File: config.mk
export PLATFORM = sky130hd
export DESIGN_NAME = stage_loader
export DESIGN_NICKNAME = d
export VERILOG_FILES = /design/src/rtl/stage_loader_pkg.sv /design/src/rtl/stage_loader_seq.sv /design/src/rtl/stage_loader_fields.sv /design/src/rtl/stage_loader.sv
export SDC_FILE = /design/constraint.sdc
export NUM_CORES = 1
export LEC_CHECK = 0
export BUFFER_PORTS_ARGS = -buffer_cell sky130_fd_sc_hd__clkbuf_2
export CAP_MARGIN = 40
export CORE_MARGIN = 1
export CORE_UTILIZATION = 45
export CTS_BUF_LIST = sky130_fd_sc_hd__clkbuf_16
export DETAILED_ROUTE_END_ITERATION = 10
export PLACE_DENSITY = 0.78
export SYNTH_ARGS = -nofsm -noshare
export SYNTH_HDL_FRONTEND = slang
export SYNTH_SLANG_ARGS = --single-unit
File: constraint.sdc
create_clock -name clk -period 1.41 [get_ports clk]
set_input_delay 0.282 -clock clk [delete_from_list [all_inputs] [get_ports clk]]
set_output_delay 0.282 -clock clk [all_outputs]
set_load 0.03 [all_outputs]
File: src/rtl/stage_loader_pkg.sv
package stage_loader_pkg;

    typedef enum logic [2:0] {
        ST_A_HI  = 3'd0,
        ST_A_LO  = 3'd1,
        ST_OPC   = 3'd2,
        ST_B_HI  = 3'd3,
        ST_B_LO  = 3'd4,
        ST_HOLD  = 3'd5
    } stage_e;

    typedef struct packed {
        stage_e stage;
        logic   btn_seen;
    } seq_state_t;

endpackage

File: src/rtl/stage_loader_seq.sv
module stage_loader_seq
    import stage_loader_pkg::*;
(
    input  logic   clk,
    input  logic   rst_n,
    input  logic   btn,
    output logic   press,
    output stage_e stage,
    output logic   done
);

    seq_state_t seq_d, seq_q;

    always_comb begin
        seq_d          = seq_q;
        seq_d.btn_seen = btn;
        press          = btn & ~seq_q.btn_seen;
        if (press) begin
            unique case (seq_q.stage)
                ST_A_HI: seq_d.stage = ST_A_LO;
                ST_A_LO: seq_d.stage = ST_OPC;
                ST_OPC:  seq_d.stage = ST_B_HI;
                ST_B_HI: seq_d.stage = ST_B_LO;
                ST_B_LO: seq_d.stage = ST_HOLD;
                default: seq_d.stage = ST_HOLD;
            endcase
        end
    end

    always_ff @(posedge clk) begin
        if (!rst_n) begin
            seq_q.stage    <= ST_A_HI;
            seq_q.btn_seen <= 1'b0;
        end else begin
            seq_q <= seq_d;
        end
    end

    assign stage = seq_q.stage;
    assign done  = (seq_q.stage == ST_HOLD);

endmodule

File: src/rtl/stage_loader_fields.sv
module stage_loader_fields
    import stage_loader_pkg::*;
#(
    parameter int SW_W = 16,
    parameter int OP_W = 2
) (
    input  logic              clk,
    input  logic              rst_n,
    input  logic              press,
    input  stage_e            stage,
    input  logic [SW_W-1:0]   sw,
    output logic [2*SW_W-1:0] opnd_a,
    output logic [2*SW_W-1:0] opnd_b,
    output logic [OP_W-1:0]   opcode,
    output logic [SW_W-1:0]   hex_word
);

    localparam int OPND_W = 2 * SW_W;

    typedef struct packed {
        logic [OPND_W-1:0] a;
        logic [OPND_W-1:0] b;
        logic [OP_W-1:0]   op;
        logic [SW_W-1:0]   word;
    } field_t;

    field_t fld_d, fld_q;

    always_comb begin
        fld_d = fld_q;
        if (press) begin
            unique case (stage)
                ST_A_HI: begin
                    fld_d.a[OPND_W-1:SW_W] = sw;
                    fld_d.word             = sw;
                end
                ST_A_LO: begin
                    fld_d.a[SW_W-1:0] = sw;
                    fld_d.word        = sw;
                end
                ST_OPC: begin
                    fld_d.op   = sw[OP_W-1:0];
                    fld_d.word = {{(SW_W-OP_W){1'b0}}, sw[OP_W-1:0]};
                end
                ST_B_HI: begin
                    fld_d.b[OPND_W-1:SW_W] = sw;
                    fld_d.word             = sw;
                end
                ST_B_LO: begin
                    fld_d.b[SW_W-1:0] = sw;
                    fld_d.word        = sw;
                end
                default: ;
            endcase
        end
    end

    always_ff @(posedge clk) begin
        if (!rst_n) begin
            fld_q <= '0;
        end else begin
            fld_q <= fld_d;
        end
    end

    assign opnd_a   = fld_q.a;
    assign opnd_b   = fld_q.b;
    assign opcode   = fld_q.op;
    assign hex_word = fld_q.word;

endmodule

File: src/rtl/stage_loader.sv
module stage_loader
    import stage_loader_pkg::*;
#(
    parameter int SW_W = 16,
    parameter int OP_W = 2
) (
    input  logic              clk,
    input  logic              rst_n,
    input  logic [SW_W-1:0]   sw,
    input  logic              btn,
    output logic [2*SW_W-1:0] opnd_a,
    output logic [2*SW_W-1:0] opnd_b,
    output logic [OP_W-1:0]   opcode,
    output logic [SW_W-1:0]   hex_word,
    output logic              done
);

    logic   press;
    stage_e stage;

    stage_loader_seq u_seq (
        .clk   (clk),
        .rst_n (rst_n),
        .btn   (btn),
        .press (press),
        .stage (stage),
        .done  (done)
    );

    stage_loader_fields #(
        .SW_W (SW_W),
        .OP_W (OP_W)
    ) u_fields (
        .clk      (clk),
        .rst_n    (rst_n),
        .press    (press),
        .stage    (stage),
        .sw       (sw),
        .opnd_a   (opnd_a),
        .opnd_b   (opnd_b),
        .opcode   (opcode),
        .hex_word (hex_word)
    );

endmodule

; After elaboration in Yosys (flattened, before gate mapping)
; Index checks and enable logic that the tools add are counted.
[word_totals]
regBits = 86
inputBits = 19
out_inout_bits = 83
elab_cells = 26
[op_classes]
n_eq_ne = 5
mux = 2
bitwise_logic = 2
n_reduce_logical = 9
[op_table]
columns = cell, count
row1 = one-hot mux 16 bit (2 select lines), 1
row2 = one-hot mux 3 bit (4 select lines), 1
row3 = AND reduction 2 bit, 6
row4 = == test 3 x 2 -> 1 bit (second input constant), 2
row5 = == test 3 bit (second input constant), 2
row6 = OR reduction 4 bit, 1
row7 = == test 3 x 1 -> 1 bit (second input constant), 1
row8 = logical NOT 3 bit, 1
row9 = nonzero test 2 bit, 1
row10 = bitwise AND 1 bit, 1
row11 = NOT 1 bit, 1

; Logic depth before layout (Yosys ltp)
; Gate-level depths: netlist of the first run.
[depth]
depth_word = 4
ltp_mapped = 5
depth_no_buf = 3

; Cells and area by module
; A second synthesis of the first run with hierarchy kept.
[hier_totals]
cells_unflattened = 369
hier_area_um2 = 3345.7
[modules_own_cells]
columns = mod, instances, cells_per_inst, area_each_um2, seq_area_each_um2
row1 = stage_loader_fields, 1, 348, 3149.3, 1641.6
row2 = stage_loader_seq, 1, 21, 196.4, 80.1

; Worst setup path before layout of the first run
; OpenSTA, ideal clock, no wires.
[synth_timing]
path_type = flip-flop to flip-flop
from = reg, netlist name u_seq.stage[2]
to = reg u_fields.fld_q (netlist bit u_fields.opnd_b[22])
setup_ns = 0.072
t_arrival_ns = 1.255
required_time_ns = 1.338
setup_slack_ns = 0.084
stages_incl_launch_ff = 6
path_buffers = 2
period_less_slack_ns = 1.326
path_cell_list = dfxtp_1 -> nor3b_4 -> and3_1 -> buf_6 -> buf_12 -> mux2i_1
[synth_between]
elab_chain_len = 2
[synth_rtl]
columns = item, line
row1 = == test 3 x 2 -> 1 bit, stage_loader_fields.sv:32  ; unique case (stage)
row2 = AND reduction 2 bit (no line), -
row3 = to (signal assigned), stage_loader_fields.sv:62  ; fld_q <= fld_d;
row4 = to (decl), stage_loader_fields.sv:27  ; field_t fld_d, fld_q;
; Every way passes these cells.
; A chain may end at the register's enable or synchronous reset.

; Worst setup path in the final report of the first run
[layout_timing]
from = reg, netlist name u_seq.stage[2]
to = out done
[layout_between]
elab_chain_len = 1
[layout_rtl]
columns = item, line
row1 = == test 3 bit, stage_loader_seq.sv:40  ; assign done = (seq_q.stage == ST_HOLD);
row2 = to (decl), stage_loader.sv:15  ; output logic done
; Every way passes these cells.

==> results of run 1 <==
-- worst register-to-register path, stage by stage (launching register included) --
cell and delay (ps):
dfxtp_2 330, buf_4 130, nor3b_4 200, and3_4 250, buf_12 150, mux2i_2 210
-- power groups by stage --
stage	Clock, W	Combinational (W)	Sequential (W)
2_1_floorplan	0	0.000257	0.00277
3_3_place_gp	0	0.000608	0.00262
3_5_place_dp	0	0.000618	0.00262
4_1_cts	0.00221	0.000621	0.00257
5_1_grt	0.00231	0.000665	0.00258
6_report	0.00217	0.000618	0.00257
-- per-layer routing --
| layer | routed length [µm] | share of wire [%] | GRT usage, % |
|---|---|---|---|
| met1 | 3430 | 44 | 24.8 |
| met2 | 3780 | 48 | 36.7 |
| met3 | 586 | 7.5 | 8.34 |
| met4 | 67 | 0.85 | 5.81 |
| met5 | 0 | 0 | 0 |
-- layout make-up --
class | count | area [µm²]
fill | 611 | 2600
sequential | 86 | 1730
multi-input combinational | 214 | 1410
timing repair buffer | 121 | 763
clock buffer | 9 | 225
tap | 96 | 120
clock inverter | 7 | 50.0
-- placed cells by master, fill, tap and decap left out --
cell type and instances:
nand3b_1 2, nand3_2 1, and3b_1 1, clkbuf_16 10, nand2_2 2, inv_6 1, dfxtp_4 2, a21boi_0 1
clkinv_4 1, mux2i_2 1, clkbuf_8 1, nor3b_4 1, buf_6 1, clkinv_2 2, dfxtp_1 83, nor2b_1 1
clkinvlp_4 3, buf_4 13, buf_12 6, clkbuf_2 99, and2_1 1, o21ai_0 2, nand2b_1 1, o211a_1 1
dfxtp_2 1, nand2_1 99, nor2_1 2, mux2i_1 82, and3_4 1, nand3_1 14, o21a_1 1
-- cell families (layout without fill, tap and decap cells) --
family,count (synthesis),after routing,synth area share [%]
AND/OR/NAND/NOR,126,126,16.5
flip-flops,86,86,52.6
buffers and inverters,22,137,4.44
multiplexers,83,83,25.4
AO/OA/AOI/OAI,5,5,1.07
-- synthesized netlist by cell type (all sizes together) --
cell	instances	area, µm²
a21boi	1	7.51
and2	1	6.26
and3	1	6.26
and3b	1	8.76
buf	12	108
clkbuf	10	37.5
dfxtp	86	1720
mux2i	83	831
nand2	101	384
nand2b	1	6.26
nand3	15	80.1
nand3b	2	15.0
nor2	2	7.51
nor2b	1	6.26
nor3b	1	18.8
o211a	1	10.0
o21a	1	7.51
o21ai	2	10.0
-- through the flow --
stage | power [W] | TNS, ps | instance area (µm²) | hold slack [ps] | utilization, %
global placement | 0.00323 | 0 | 3950 | 442 | 57.2
detailed placement | 0.00324 | 0 | 3950 | 452 | 57.2
CTS | 0.00540 | 0 | 4250 | 188 | 61.6
floorplan | 0.00303 | 0 | 3270 | 404 | -
finish | 0.00536 | 0 | 4300 | 199 | 62.3
global route | 0.00555 | -22.5 | 4300 | 198 | 62.3
-- flip-flops by register name, indices dropped and copies added (netlist names) --
register,flops
u_fields.opcode,2
u_seq.seq_q,1
u_fields.opnd_a,32
u_fields.hex_word,16
u_fields.opnd_b,32
u_seq.stage,3
-- path summary, 6_finish.rpt --
path              cells after the start                                to  slack (ps)
hold reg to reg                       2   u_fields.opnd_a[9]$_SDFFE_PN0P_         460
hold / removal                        2         u_seq.seq_q[0]$_SDFF_PN0_         200
setup reg to reg                      5  u_fields.opnd_b[16]$_SDFFE_PN0P_          70
setup / recovery                      3                              done          30
-- timing repair --
action | CTS | global route
resized for setup | 7 | 3
setup buffers | 1 | 2
setup endpoints to repair | 1 | 15
gates cloned | 0 | 1
pin swaps | 0 | 2
==> impl_results.md, run 1 <==
* Status: complete, no violations
* Core region area at 6910 µm²
* Die area at 7620 µm²
* Post-Route WL at 7.86 mm
* Actual slew at the worst max-slew pin at 311 ps
* Switching Share at about a quarter
* Max-Cap Viols at 0
* Worst VDD drop at 0.000972 V
* Number of global-route vias before repair at around 2.6k
* Crit path arrival time at 1100 ps
* WP buf/inv at 2
* Tot GR Track Use at between 20% and 30%
* Worst Path Required at 1130 ps
* Final Hold Viols at 0
* Leak at 2.20 nW
* ANT cells at 0
* Dpl cells at 513
* Launch point of the worst path: u_seq.stage[2]$_SDFFE_PN0P_
* Ports at 102
* CP top delay family: flip-flops
* Crit start category: flop
* CTS Root Cell: clkbuf_16
* Internal power at 0.00393 W
* DRT iter0 DRCs at 85
* Seq pwr share at a little under half
* CTS tree: done
* Wire per inst at 14.8 µm
* # rows at 30
* Longest Clk Path Bufs at 2
* Highest-delay cell along the critical path: dfxtp_2
* Via count at between 2k and 3k
* Crit-path max FO at 3
* Worst setup EP type: output pin
* Residual DRC at 0
* CTS Sinks at 86
* Final Net Count at between 400 and 500
* Final setup fails at 0
* Syn Area/Cell at roughly 10 µm²
* Die Y at 87.3 µm
* ANT nets after route at 0
* Clock latency on the worst-skew pair at 330 ps
* Crit path kind: reg2out
* Drt pass-1 iters at 4
* Crit-path cells: buf_6 -> and3b_1 -> clkbuf_8
* Final period util at a little over nine tenths
* Ys Warns at 0
* Hold Buf Count CTS at 0
* Cells after Synth at 322
* Initial antenna violation count at 0
* Syn Std Cell Area at 3270 µm²
* Final Critical Period at 1380 ps
* PwrDens at approximately 1200 nW/µm²
* Port bufs at 101
* Share of cells above drive strength 1 at 33.4%
* Via-per-instance ratio at approximately 5.0
* H-tree levels at 3
* Total grt overflow at 0
* Final worst slack at 26.6 ps
* Die X-Extent at 87.3 µm
* Place WS at between 70 and 80 ps
* HPWL after DPL at ~5.7 mm
* FF-to-FF Start: u_seq.stage[2]$_SDFFE_PN0P_
* Cts bufs inserted at 9
* Worst hold start: btn
* Critical Path Max Stage Delay at 340 ps
* Area Overhead vs Synth at 31.5%
* Distinct cells, synth at 24
* Logic pwr share at 11.5%
* Initial Util at around 47%
* Synth Net Count at ~340
* Global-route wire length before repair at approximately 12 mm
* Placer Congestion at ~0.76
* Slew Limit Fails at 0
* Clock skew at 6.44 ps
* Sequential share of the synthesized area at 52.6%
* Max Clk Rate at roughly 0.72 GHz
* Fin cells at between 500 and 600
* Synth Register Bits at 86
* HP Class: in2reg
* Slew HR at 79.2%
* Net switching power at around 0.0014 W
* Worst-path clk slew at about 60 ps
* Clock power frac at about 40%
* Largest net degree at the start of global routing at 39
Power figures use the tool's default switching activity.
==> inputs of run 2 (changes only) <==
- MAX_ROUTING_LAYER: unset -> met4
- TNS_END_PERCENT: unset -> 100
==> impl_results.md, run 2 (synthesized netlist as in run 1, its figures left out) <==
* Total grt overflow at 0 (unchanged)
* Actual slew at the worst max-slew pin at 313 ps (+1.74 ps)
* Switching Share at 26.8% (+0.12 points)
* Worst setup EP type: output pin
* Wire per inst at 14.8 µm (+0.53%)
* WP buf/inv at 2 (unchanged)
* Slew HR at 79.1% (-0.12 points)
* Max-Cap Viols at 0 (unchanged)
* Post-Route WL at 7.93 mm (+0.90%)
* Die X-Extent at 87.3 µm (unchanged)
* Net switching power at 0.00144 W (+0.70%)
* Worst-path clk slew at 60 ps (about the same)
* Crit start category: flop
* Leak at 2.21 nW (+0.49%)
* Die area at 7620 µm² (unchanged)
* Residual DRC at 0 (unchanged)
* Slew Limit Fails at 0 (unchanged)
* Via count at 2661 (+0.76%)
* HP Class: in2reg
* Number of global-route vias before repair at 2549 (-0.078%)
* ANT nets after route at 0 (unchanged)
* Core region area at 6910 µm² (unchanged)
* Critical Path Max Stage Delay at 340 ps (about the same)
* Placed cell area at 3950 µm² (unchanged)
* Area Overhead vs Synth at 32.0%
* Fin util at 62.5% (+0.22 points)
* Worst Path Required at 1130 ps (about the same)
* Largest net degree at the start of global routing at 39 (unchanged)
* Crit path kind: reg2out
* Final setup fails at 0 (unchanged)
* Final period util at 97.9% (-0.17 points)
* Initial antenna violation count at 0 (unchanged)
* Design area at 4320 µm² (+0.35%)
* Ports at 102 (unchanged)
* Status: complete, no violations
* Cts bufs inserted at 9 (unchanged)
* Clock latency on the worst-skew pair at 330 ps (about the same)
* Longest Clk Path Bufs at 2 (unchanged)
* Worst VDD drop at 0.000981 V (+0.89%)
* Crit-path max FO at 3 (unchanged)
* Clock power frac at 40.6% (about the same)
* Final Hold Viols at 0 (unchanged)
* Placer Congestion at 0.770 (+1.3%)
* DRT iter0 DRCs at 96 (+13%)
* Tot GR Track Use at 22.1% (+0.74 points)
* ANT cells at 0 (unchanged)
* Via-per-instance ratio at 4.97 (+0.38%)
* Crit-path cells: buf_6 -> and3b_1 -> clkbuf_8
* Logic pwr share at 11.6% (about the same)
* # rows at 30 (unchanged)
* Initial Util at 47.4% (unchanged)
* Drt pass-1 iters at 4 (unchanged)
* H-tree levels at 3 (unchanged)
* Share of cells above drive strength 1 at 33.7% (+0.30 points)
* CTS tree: done
* PwrDens at 1240 nW/µm² (about the same)
* Clock skew at 6.72 ps (+0.275 ps)
* Seq pwr share at 47.8% (about the same)
* Die Y at 87.3 µm (unchanged)
* Final Critical Period at 1380 ps (-2.45 ps)
* Internal power at 0.00393 W (about the same)
* CTS Root Cell: clkbuf_16
* CP top delay family: flip-flops
* Port bufs at 101 (unchanged)
* Most frequent cells in the layout: nand2_1, clkbuf_2, dfxtp_1, mux2i_1, buf_4
* Crit path arrival time at 1100 ps (about the same)
* Max Clk Rate at 0.724 GHz (+0.18%)
* HPWL after DPL at 5.69 mm (unchanged)
* Highest-delay cell along the critical path: dfxtp_2
* CTS Sinks at 86 (unchanged)
* Global-route wire length before repair at 12.4 mm (+0.11%)
* Hold Buf Count CTS at 0 (unchanged)
* Final Net Count at 453 (+0.44%)
run 2: metal layers:
metal / vias to the layer above / GRT usage [%] / part of all wire (%)
met3: 9 / 7.77 / 6.8
li1: 1302 / - / -
met5: - / - / 0
met1: 1258 / 25.5 / 44
met2: 92 / 36.6 / 48
met4: 0 / 5.81 / 0.87
run 2: per-stage QoR:
stage | worst slack (ps) | cells | total power, W | hold WS (ps) | setup TNS, ps
floorplan | 83.7 | 322 | 0.00303 | 404 | 0
global placement | 178 | 513 | 0.00323 | 442 | 0
detailed placement | 78.2 | 513 | 0.00324 | 452 | 0
CTS | 6.55 | 530 | 0.00540 | 188 | 0
global route | -15.1 | 535 | 0.00556 | 197 | -15.1
finish | 29.0 | 535 | 0.00538 | 200 | 0
run 2: worst register-to-register path: cells and delay by family, from the launching register on:
family	cells	cell delay [ps]
simple gates	2	450
flops	1	320
buf+inv	2	280
mux	1	210
run 2: path summary, 6_finish.rpt:
path / depth (start not counted) / startpoint / to / slack [ps]
hold / removal: 2 / btn / u_seq.seq_q[0]$_SDFF_PN0_ / 200
setup reg to reg: 5 / u_seq.stage[2]$_SDFFE_PN0P_ / u_fields.opnd_b[16]$_SDFFE_PN0P_ / 70
hold reg to reg: 2 / u_fields.opnd_a[9]$_SDFFE_PN0P_ / u_fields.opnd_a[9]$_SDFFE_PN0P_ / 460
setup / recovery: 3 / u_seq.stage[2]$_SDFFE_PN0P_ / done / 30
run 2: cell type report:
class | count | area, µm²
sequential | 86 | 1730
fill | 610 | 2590
clock buffer | 9 | 225
clock inverter | 7 | 50.0
tap | 96 | 120
multi-input combinational | 214 | 1410
timing repair buffer | 123 | 778
run 2: timing repair:
action	CTS	global route
resized for setup	7	3
cloned	0	1
pin swaps	0	2
setup endpoints to repair	1	15
buffers inserted	1	4
run 2: power groups by stage:
stage	sequential (W)	combinational [W]	clock, W
6_report	0.00257	0.000624	0.00218
5_1_grt	0.00258	0.000672	0.00231
4_1_cts	0.00257	0.000621	0.00221
3_5_place_dp	0.00262	0.000618	0
3_3_place_gp	0.00262	0.000608	0
2_1_floorplan	0.00277	0.000257	0
